### config.mk
export PLATFORM = sky130hd
export DESIGN_NAME = swi_seq
export DESIGN_NICKNAME = d
export VERILOG_FILES = /design/src/rtl/swi_pkg.sv /design/src/rtl/swi_fsm.sv /design/src/rtl/swi_sp_unit.sv /design/src/rtl/swi_ctx_regs.sv /design/src/rtl/swi_seq.sv
export SDC_FILE = /design/constraint.sdc
export NUM_CORES = 1
export LEC_CHECK = 0
export ABC_AREA = 1
export BUFFER_PORTS_ARGS = -buffer_cell sky130_fd_sc_hd__buf_2
export CELL_PAD_IN_SITES_DETAIL_PLACEMENT = 1
export CELL_PAD_IN_SITES_GLOBAL_PLACEMENT = 2
export CORE_MARGIN = 1.5
export CORE_UTILIZATION = 26
export DETAILED_ROUTE_END_ITERATION = 10
export GPL_TIMING_DRIVEN = 0
export MAX_ROUTING_LAYER = met4
export PLACE_DENSITY_LB_ADDON = 0.3
export SLEW_MARGIN = 25
export SYNTH_ARGS = -nofsm -noshare
export SYNTH_HDL_FRONTEND = slang
export SYNTH_HIERARCHICAL = 1
export SYNTH_SLANG_ARGS = --single-unit
### constraint.sdc
create_clock -name clk -period 2.4 [get_ports clk]
set_input_delay 0.36 -clock clk [delete_from_list [all_inputs] [get_ports clk]]
set_output_delay 0.36 -clock clk [all_outputs]
set_load 0.01 [all_outputs]
### src/rtl/swi_pkg.sv
// Package: shared state encoding and helpers for the software interrupt
// entry sequencer. Assumes a fixed push-then-vector order; the ordering of
// enum members is the order of the sequence.
package swi_pkg;

    typedef enum logic [3:0] {
        ST_IDLE,
        ST_PUSH_PCL,
        ST_PUSH_PCH,
        ST_PUSH_X,
        ST_PUSH_A,
        ST_PUSH_CCR,
        ST_VEC_HI,
        ST_VEC_LO,
        ST_FIN
    } swi_state_e;

    // Successor of a state once the sequence is running.
    function automatic swi_state_e next_step(input swi_state_e s);
        case (s)
            ST_PUSH_PCL: return ST_PUSH_PCH;
            ST_PUSH_PCH: return ST_PUSH_X;
            ST_PUSH_X:   return ST_PUSH_A;
            ST_PUSH_A:   return ST_PUSH_CCR;
            ST_PUSH_CCR: return ST_VEC_HI;
            ST_VEC_HI:   return ST_VEC_LO;
            ST_VEC_LO:   return ST_FIN;
            default:     return ST_IDLE;
        endcase
    endfunction

    // True for the five stacking states.
    function automatic logic is_push(input swi_state_e s);
        return (s == ST_PUSH_PCL) || (s == ST_PUSH_PCH) || (s == ST_PUSH_X)
            || (s == ST_PUSH_A) || (s == ST_PUSH_CCR);
    endfunction

    // True for the two vector fetch states.
    function automatic logic is_vec(input swi_state_e s);
        return (s == ST_VEC_HI) || (s == ST_VEC_LO);
    endfunction

endpackage

### src/rtl/swi_fsm.sv
// Module: swi_fsm
// Step counter of the sequencer. Leaves idle on start, walks the nine-cycle
// order one state per clock and ignores start while not idle.
// Assumes: start is a level sampled at each rising edge.
module swi_fsm
    import swi_pkg::*;
(
    input  logic       clk,
    input  logic       rst_n,
    input  logic       start,
    output swi_state_e state,
    output logic       accept,
    output logic       busy,
    output logic       done
);

    swi_state_e st_q;

    // Start is taken only from idle.
    assign accept = (st_q == ST_IDLE) && start;
    assign busy   = (st_q != ST_IDLE);
    assign done   = (st_q == ST_FIN);
    assign state  = st_q;

    // State register: idle until accepted, then one step per clock.
    always_ff @(posedge clk) begin
        if (!rst_n) begin
            st_q <= ST_IDLE;
        end else if (st_q == ST_IDLE) begin
            if (start) begin
                st_q <= ST_PUSH_PCL;
            end
        end else begin
            st_q <= next_step(st_q);
        end
    end

    AST_RUN_CONTINUES: assert property (@(posedge clk) disable iff (!rst_n)
        (busy && !done) |=> busy) else $error("sequence stalled");
    AST_FIN_LEAVES: assert property (@(posedge clk) disable iff (!rst_n)
        done |=> (st_q == ST_IDLE)) else $error("start taken while finishing");
    AST_IDLE_HOLDS: assert property (@(posedge clk) disable iff (!rst_n)
        ((st_q == ST_IDLE) && !start) |=> (st_q == ST_IDLE)) else $error("left idle");

endmodule

### src/rtl/swi_sp_unit.sv
// Module: swi_sp_unit
// Stack pointer register. Loads the incoming SP on accept and steps it down
// by one after each stacked byte, wrapping modulo 2^AW.
// Assumes: load and dec are never high together.
module swi_sp_unit #(
    parameter int unsigned AW = 16
) (
    input  logic          clk,
    input  logic          rst_n,
    input  logic          load,
    input  logic [AW-1:0] sp_in,
    input  logic          dec,
    output logic [AW-1:0] sp_q
);

    localparam logic [AW-1:0] ONE = AW'(1);

    // Stack pointer: capture, then post-decrement per push.
    always_ff @(posedge clk) begin
        if (!rst_n) begin
            sp_q <= '0;
        end else if (load) begin
            sp_q <= sp_in;
        end else if (dec) begin
            sp_q <= sp_q - ONE;
        end
    end

    AST_SP_STEP: assert property (@(posedge clk) disable iff (!rst_n)
        (dec && !load) |=> (sp_q == $past(sp_q) - ONE)) else $error("sp step");
    AST_SP_HOLD: assert property (@(posedge clk) disable iff (!rst_n)
        (!dec && !load) |=> $stable(sp_q)) else $error("sp moved");

endmodule

### src/rtl/swi_ctx_regs.sv
// Module: swi_ctx_regs
// Context registers: the return address (PC plus one), X, A and CCR are
// captured on accept. A mux picks the byte stored in each push state. The
// mask bit is set at the end of the CCR push, and the vector bytes are loaded
// into the PC.
// Assumes: rdata is valid in the vector fetch states.
module swi_ctx_regs
    import swi_pkg::*;
#(
    parameter int unsigned DW       = 8,
    parameter int unsigned MASK_BIT = 3
) (
    input  logic            clk,
    input  logic            rst_n,
    input  logic            load,
    input  swi_state_e      state,
    input  logic [2*DW-1:0] pc_in,
    input  logic [DW-1:0]   x_in,
    input  logic [DW-1:0]   a_in,
    input  logic [DW-1:0]   ccr_in,
    input  logic [DW-1:0]   rdata,
    output logic [2*DW-1:0] pc_q,
    output logic [DW-1:0]   ccr_q,
    output logic [DW-1:0]   wdata
);

    localparam int unsigned AW   = 2 * DW;
    localparam logic [DW-1:0] MBIT = DW'(1) << MASK_BIT;

    logic [DW-1:0] x_q;
    logic [DW-1:0] a_q;

    // Capture context and return address; later load the vector.
    always_ff @(posedge clk) begin
        if (!rst_n) begin
            pc_q <= '0;
            x_q  <= '0;
            a_q  <= '0;
        end else if (load) begin
            pc_q <= pc_in + AW'(1);
            x_q  <= x_in;
            a_q  <= a_in;
        end else if (state == ST_VEC_HI) begin
            pc_q[AW-1:DW] <= rdata;
        end else if (state == ST_VEC_LO) begin
            pc_q[DW-1:0] <= rdata;
        end
    end

    // Condition code: capture, then set the mask once it has been stacked.
    always_ff @(posedge clk) begin
        if (!rst_n) begin
            ccr_q <= '0;
        end else if (load) begin
            ccr_q <= ccr_in;
        end else if (state == ST_PUSH_CCR) begin
            ccr_q <= ccr_q | MBIT;
        end
    end

    // Byte to store in the current push state.
    always_comb begin
        case (state)
            ST_PUSH_PCL: wdata = pc_q[DW-1:0];
            ST_PUSH_PCH: wdata = pc_q[AW-1:DW];
            ST_PUSH_X:   wdata = x_q;
            ST_PUSH_A:   wdata = a_q;
            ST_PUSH_CCR: wdata = ccr_q;
            default:     wdata = '0;
        endcase
    end

    AST_MASK_AFTER_STACK: assert property (@(posedge clk) disable iff (!rst_n)
        (state == ST_PUSH_CCR) |=> (ccr_q[MASK_BIT]
            && ((ccr_q | MBIT) == ($past(ccr_q) | MBIT)))) else $error("mask set");
    AST_CCR_STILL_IN_PUSH: assert property (@(posedge clk) disable iff (!rst_n)
        (is_push(state) && !load) |=> (is_push(state) ? $stable(ccr_q) : 1'b1))
        else $error("ccr changed before stacked");
    AST_PC_HELD_IN_PUSH: assert property (@(posedge clk) disable iff (!rst_n)
        (is_push(state) && (state != ST_PUSH_CCR)) |=> $stable(pc_q))
        else $error("pc changed while stacking");

endmodule

### src/rtl/swi_seq.sv
// Module: swi_seq (top)
// Software interrupt entry sequencer. It stacks the return address, X, A
// and CCR through a byte port (five cycles), reads the two-byte vector (two
// cycles) and pulses done in the ninth cycle.
// Assumes: memory reads return data in the same cycle mem_re is high.
module swi_seq
    import swi_pkg::*;
#(
    parameter int unsigned DW       = 8,
    parameter int unsigned VEC_ADDR = 'hFFFC,
    parameter int unsigned MASK_BIT = 3
) (
    input  logic            clk,
    input  logic            rst_n,
    input  logic            start,
    input  logic [2*DW-1:0] pc_in,
    input  logic [DW-1:0]   x_in,
    input  logic [DW-1:0]   a_in,
    input  logic [DW-1:0]   ccr_in,
    input  logic [2*DW-1:0] sp_in,
    output logic            mem_we,
    output logic            mem_re,
    output logic [2*DW-1:0] mem_addr,
    output logic [DW-1:0]   mem_wdata,
    input  logic [DW-1:0]   mem_rdata,
    output logic            busy,
    output logic            done,
    output logic [2*DW-1:0] sp_out,
    output logic [DW-1:0]   ccr_out,
    output logic [2*DW-1:0] pc_out
);

    localparam int unsigned AW = 2 * DW;
    localparam logic [AW-1:0] VEC_HI_A = AW'(VEC_ADDR);
    localparam logic [AW-1:0] VEC_LO_A = AW'(VEC_ADDR + 1);

    swi_state_e state;
    logic       accept;
    logic       push;

    swi_fsm u_fsm (
        .clk    (clk),
        .rst_n  (rst_n),
        .start  (start),
        .state  (state),
        .accept (accept),
        .busy   (busy),
        .done   (done)
    );

    assign push = is_push(state);

    swi_sp_unit #(.AW(AW)) u_sp (
        .clk   (clk),
        .rst_n (rst_n),
        .load  (accept),
        .sp_in (sp_in),
        .dec   (push),
        .sp_q  (sp_out)
    );

    swi_ctx_regs #(.DW(DW), .MASK_BIT(MASK_BIT)) u_ctx (
        .clk    (clk),
        .rst_n  (rst_n),
        .load   (accept),
        .state  (state),
        .pc_in  (pc_in),
        .x_in   (x_in),
        .a_in   (a_in),
        .ccr_in (ccr_in),
        .rdata  (mem_rdata),
        .pc_q   (pc_out),
        .ccr_q  (ccr_out),
        .wdata  (mem_wdata)
    );

    // Memory strobes and address: stack pointer while pushing, vector after.
    always_comb begin
        mem_we = push;
        mem_re = is_vec(state);
        case (state)
            ST_VEC_HI: mem_addr = VEC_HI_A;
            ST_VEC_LO: mem_addr = VEC_LO_A;
            default:   mem_addr = push ? sp_out : '0;
        endcase
    end

    AST_NO_RW_OVERLAP: assert property (@(posedge clk) disable iff (!rst_n)
        !(mem_we && mem_re)) else $error("read and write together");
    AST_DONE_PULSE: assert property (@(posedge clk) disable iff (!rst_n)
        done |=> !done) else $error("done longer than one cycle");
    AST_DONE_AFTER_VEC: assert property (@(posedge clk) disable iff (!rst_n)
        $rose(done) |-> ($past(mem_re) && (mem_addr == '0))) else $error("done early");
    AST_PUSH_ADDR_STEPS: assert property (@(posedge clk) disable iff (!rst_n)
        ($past(mem_we) && mem_we) |-> (mem_addr == $past(mem_addr) - AW'(1)))
        else $error("push address step");

endmodule

==> run_results.csv <==
group,metric,value,unit
global_route,grt_max_degree,14,
setup_path,cpMaxStageDelayCell,"dfxtp_1",
timing,report.final.setup_viol,0,
setup_path,arrival,1.90,ns
global_route,grt_pass1_vias,4393,
finish,final_cell_mix,"buf_2 (141), nand2_1 (139), nor2_1 (86)",
finish,num-fill-cells,1908,
flow_run,drv_cap,0,
pwr,power.total,3.716,mW
placement,gp_congestion,0.8527,
setup_path,crit_path_start_kind,"flop",
clock_tree,clkLatencyLatePin,0.33,ns
synth,ys.flop_type,"dfxtp_1",
timing,fin_tns_setup,0,ns
synth,syn-num-nets,660,
finish,stdcell_area,5016,um^2
synth,synth_fa_ha_area_frac,0.006570,
setup_path,worstSetupPathType,"flop to primary output",
setup_path,critPathTopFamily,"flip-flops",
synth,synth-simple-area-share,0.4047,
drt,initialDrtViolationCount,142,
die,dieArea,15380,um^2
finish,area_growth_syn_to_layout,31.70,%
clock_tree,post-cts-setup-buffers,0,
setup_path,critPathBufInv,2,
synth,synth_xor_xnor_area_share,0.01380,
timing,finalCriticalPeriod,2.258,ns
finish,final_common_cell,"buf_2",
clock_tree,cts_root_buf,"clkbuf_16",
synth,postSynthCellCount,591,
drt,drcViolationCount,0,
die,io_pins,135,
pwr,vdd_drop_max,0.2972,mV
global_route,grt_usage,0.1990,
status,outcome,"completed",
pwr,p_per_area,740.9,nW/um^2
synth,syn_area,3809,um^2
global_route,grt_pass1_wl,22610,um
clock_tree,clock-sinks,60,
drt,vias_per_cell,4.759,
clock_tree,cts_buffers,9,
drt,drt-wirelength-per-cell,15.68,um
synth,synth-async-reset-ratio,0,
die,fp.coreArea,14420,um^2
hold_path,hold_class,"input pin to flop",
synth,synth_seq_cells,60,
drt,totalWireLength,14500,um
global_route,busiest_layer,"met2",
drt,vias,4402,
die,die_y,124.0,um
timing,fin_skew,0.008471,ns
synth,syn_area_per_cell,6.444,um^2
placement,place_hpwl,11200,um
global_route,use_met1,0.2422,
drt,drt-pass1-iter-count,4,
setup_path,critPathRequiredTime,2.04,ns
timing,layout_setup_ws,0.1422,ns
clock_tree,clkTransAtPathRegs,0.05,ns
placement,dpl_cell_area,4710,um^2
setup_path,path_cells,"nor2_1 -> nand2_1 -> inv_2 -> nand2_1 -> o21ai_1 -> a21oi_1 -> nand3_1 -> buf_2",
global_route,grt_overflow,0,
synth,yosys_warnings,6,
die,chipWidth,124.0,um
synth,synth_edf_count,0,
synth,synthMuxAreaShare,0,
global_route,antenna_found_initial,0,
clock_tree,ctsLongestPathBuffers,2,
finish,insertedDiodeCount,0,
timing,hold_violations,0,
timing,period_share,0.9407,
global_route,use_met2,0.3429,
setup_path,worst_path_most_repeated_cell,"nand2_1",
finish,final_util,0.3478,
global_route,met3_usage,0.03938,
placement,pre_cts_slack,0.1974,ns
timing,rsz0062_at_grt,"false",
clock_tree,htree_levels,3,
clock_tree,cts_tree,"built",
timing,worst_slew_pin_slew,0.6325,ns
synth,ys_seq_area_frac,0.3154,
die,core.rowCount,44,
synth,synth-compound-area-share,0.1600,
setup_path,cp_max_fo,8,
finish,final_nets,805,
synth,synth_top_family_by_area,"simple AND/OR/NAND/NOR gates",
timing,fmax,0.4429,GHz
placement,io_buffer_count,134,
drt,ant_nets,0,
timing,maxSlewViolCount,0,
synth,netlist-cell-type-count,38,
pwr,p_leak,2.611,nW
timing,max-slew-margin-rel,0.5783,
finish,drive_gt1_frac,0.3009,
die,initial_core_util,0.2641,
setup_path,endpoint_kind,"primary output",
setup_path,cp_slowest_stage_delay,0.59,ns
-- synthesized netlist by cell type, types with 2 or more instances --
| library cell | number | area share |
|---|---|---|
| nand2_1 | 139 | 0.14 |
| nor2_1 | 86 | 0.085 |
| dfxtp_1 | 60 | 0.32 |
| inv_1 | 58 | 0.057 |
| nand3_1 | 53 | 0.070 |
| o21ai_0 | 36 | 0.047 |
| a21oi_1 | 26 | 0.034 |
| inv_2 | 13 | 0.013 |
| nand2_2 | 12 | 0.020 |
| a31oi_1 | 10 | 0.016 |
| nand4_1 | 10 | 0.016 |
| nor2_2 | 10 | 0.016 |
| a22oi_1 | 8 | 0.016 |
| buf_2 | 7 | 0.0092 |
| clkbuf_1 | 6 | 0.0059 |
| nor2_4 | 6 | 0.018 |
| o21ai_1 | 6 | 0.0079 |
| o21bai_1 | 6 | 0.012 |
| nand2_4 | 4 | 0.012 |
| nand3_2 | 4 | 0.011 |
| a21o_1 | 3 | 0.0059 |
| nor2_8 | 3 | 0.016 |
| xnor2_1 | 3 | 0.0069 |
| xor2_1 | 3 | 0.0069 |
| buf_4 | 2 | 0.0039 |
| buf_6 | 2 | 0.0059 |
| ha_1 | 2 | 0.0066 |
| o21ai_2 | 2 | 0.0046 |
| o21bai_2 | 2 | 0.0059 |
-- what timing repair did --
action / in CTS / in global routing
pin swaps: 0 / 0
hold buffers: 0 / 0
setup endpoints to repair: 1 / 9
gates resized for setup: 1 / 3
-- per-stage QoR --
step                hold slack [ns]  instances
floorplan                    0.4576        591
global placement             0.4814        909
detailed placement           0.4924        909
CTS                          0.2407        925
global route                 0.2528        925
finish                       0.2530        925
-- area by class of cell --
cell class	count	area, um^2	area share
Buffer	19	112.6	0.02245
Clock buffer	10	239.0	0.04764
Clock inverter	6	63.81	0.01272
Inverter	71	266.5	0.05313
Multi-Input combinational cell	441	2228	0.4443
Sequential cell	60	1205	0.2402
Tap cell	184	230.2	0.04590
Timing Repair Buffer	134	670.6	0.1337
-- worst min-delay path, stage by stage --
cell	delay (ns)
buf_2	0.07
nor2_1	0.03
nor2_1	0.08
-- state kept, by name (all words and copies together) (netlist names) --
register and flops:
u_ctx/pc_q 16, u_sp/sp_q 16, u_ctx/a_q 8, u_ctx/ccr_q 8, u_ctx/x_q 8, u_fsm/state 4
-- metal layers --
layer / routed length, um / vias to the layer above / part of all wire
met5: 0 / - / 0
met4: 138 / 0 / 0.0095
met3: 720 / 12 / 0.050
met2: 7104 / 114 / 0.49
met1: 6537 / 2081 / 0.45
li1: - / 2195 / -
-- power breakdown --
part	total (mW)	switching [mW]	internal, mW
Clock	1.32	0.488	0.829
Combinational	1.13	0.713	0.419
Sequential	1.27	0.147	1.12
-- kinds of logic after synthesis --
kind of cell	Yosys count
AND/OR/NAND/NOR	330
AO/OA/AOI/OAI	103
buffers and inverters	90
flip-flops	60
XOR/XNOR	6
adder cells (fa/ha/maj)	2
-- worst paths after layout --
check	from	slack (ns)	cells after the start	end
worst max-delay path	u_fsm/state[3]	0.14	8	mem_wdata[7]
worst min register to register	u_ctx/ccr_q[3]	0.50	2	u_ctx/ccr_q[3]
worst min-delay path	a_in[4]	0.25	3	u_ctx/a_q[4]
worst max register to register	u_fsm/state[3]	0.27	7	u_ctx/ccr_q[6]
Note: power is estimated with default switching activity, not from simulation.
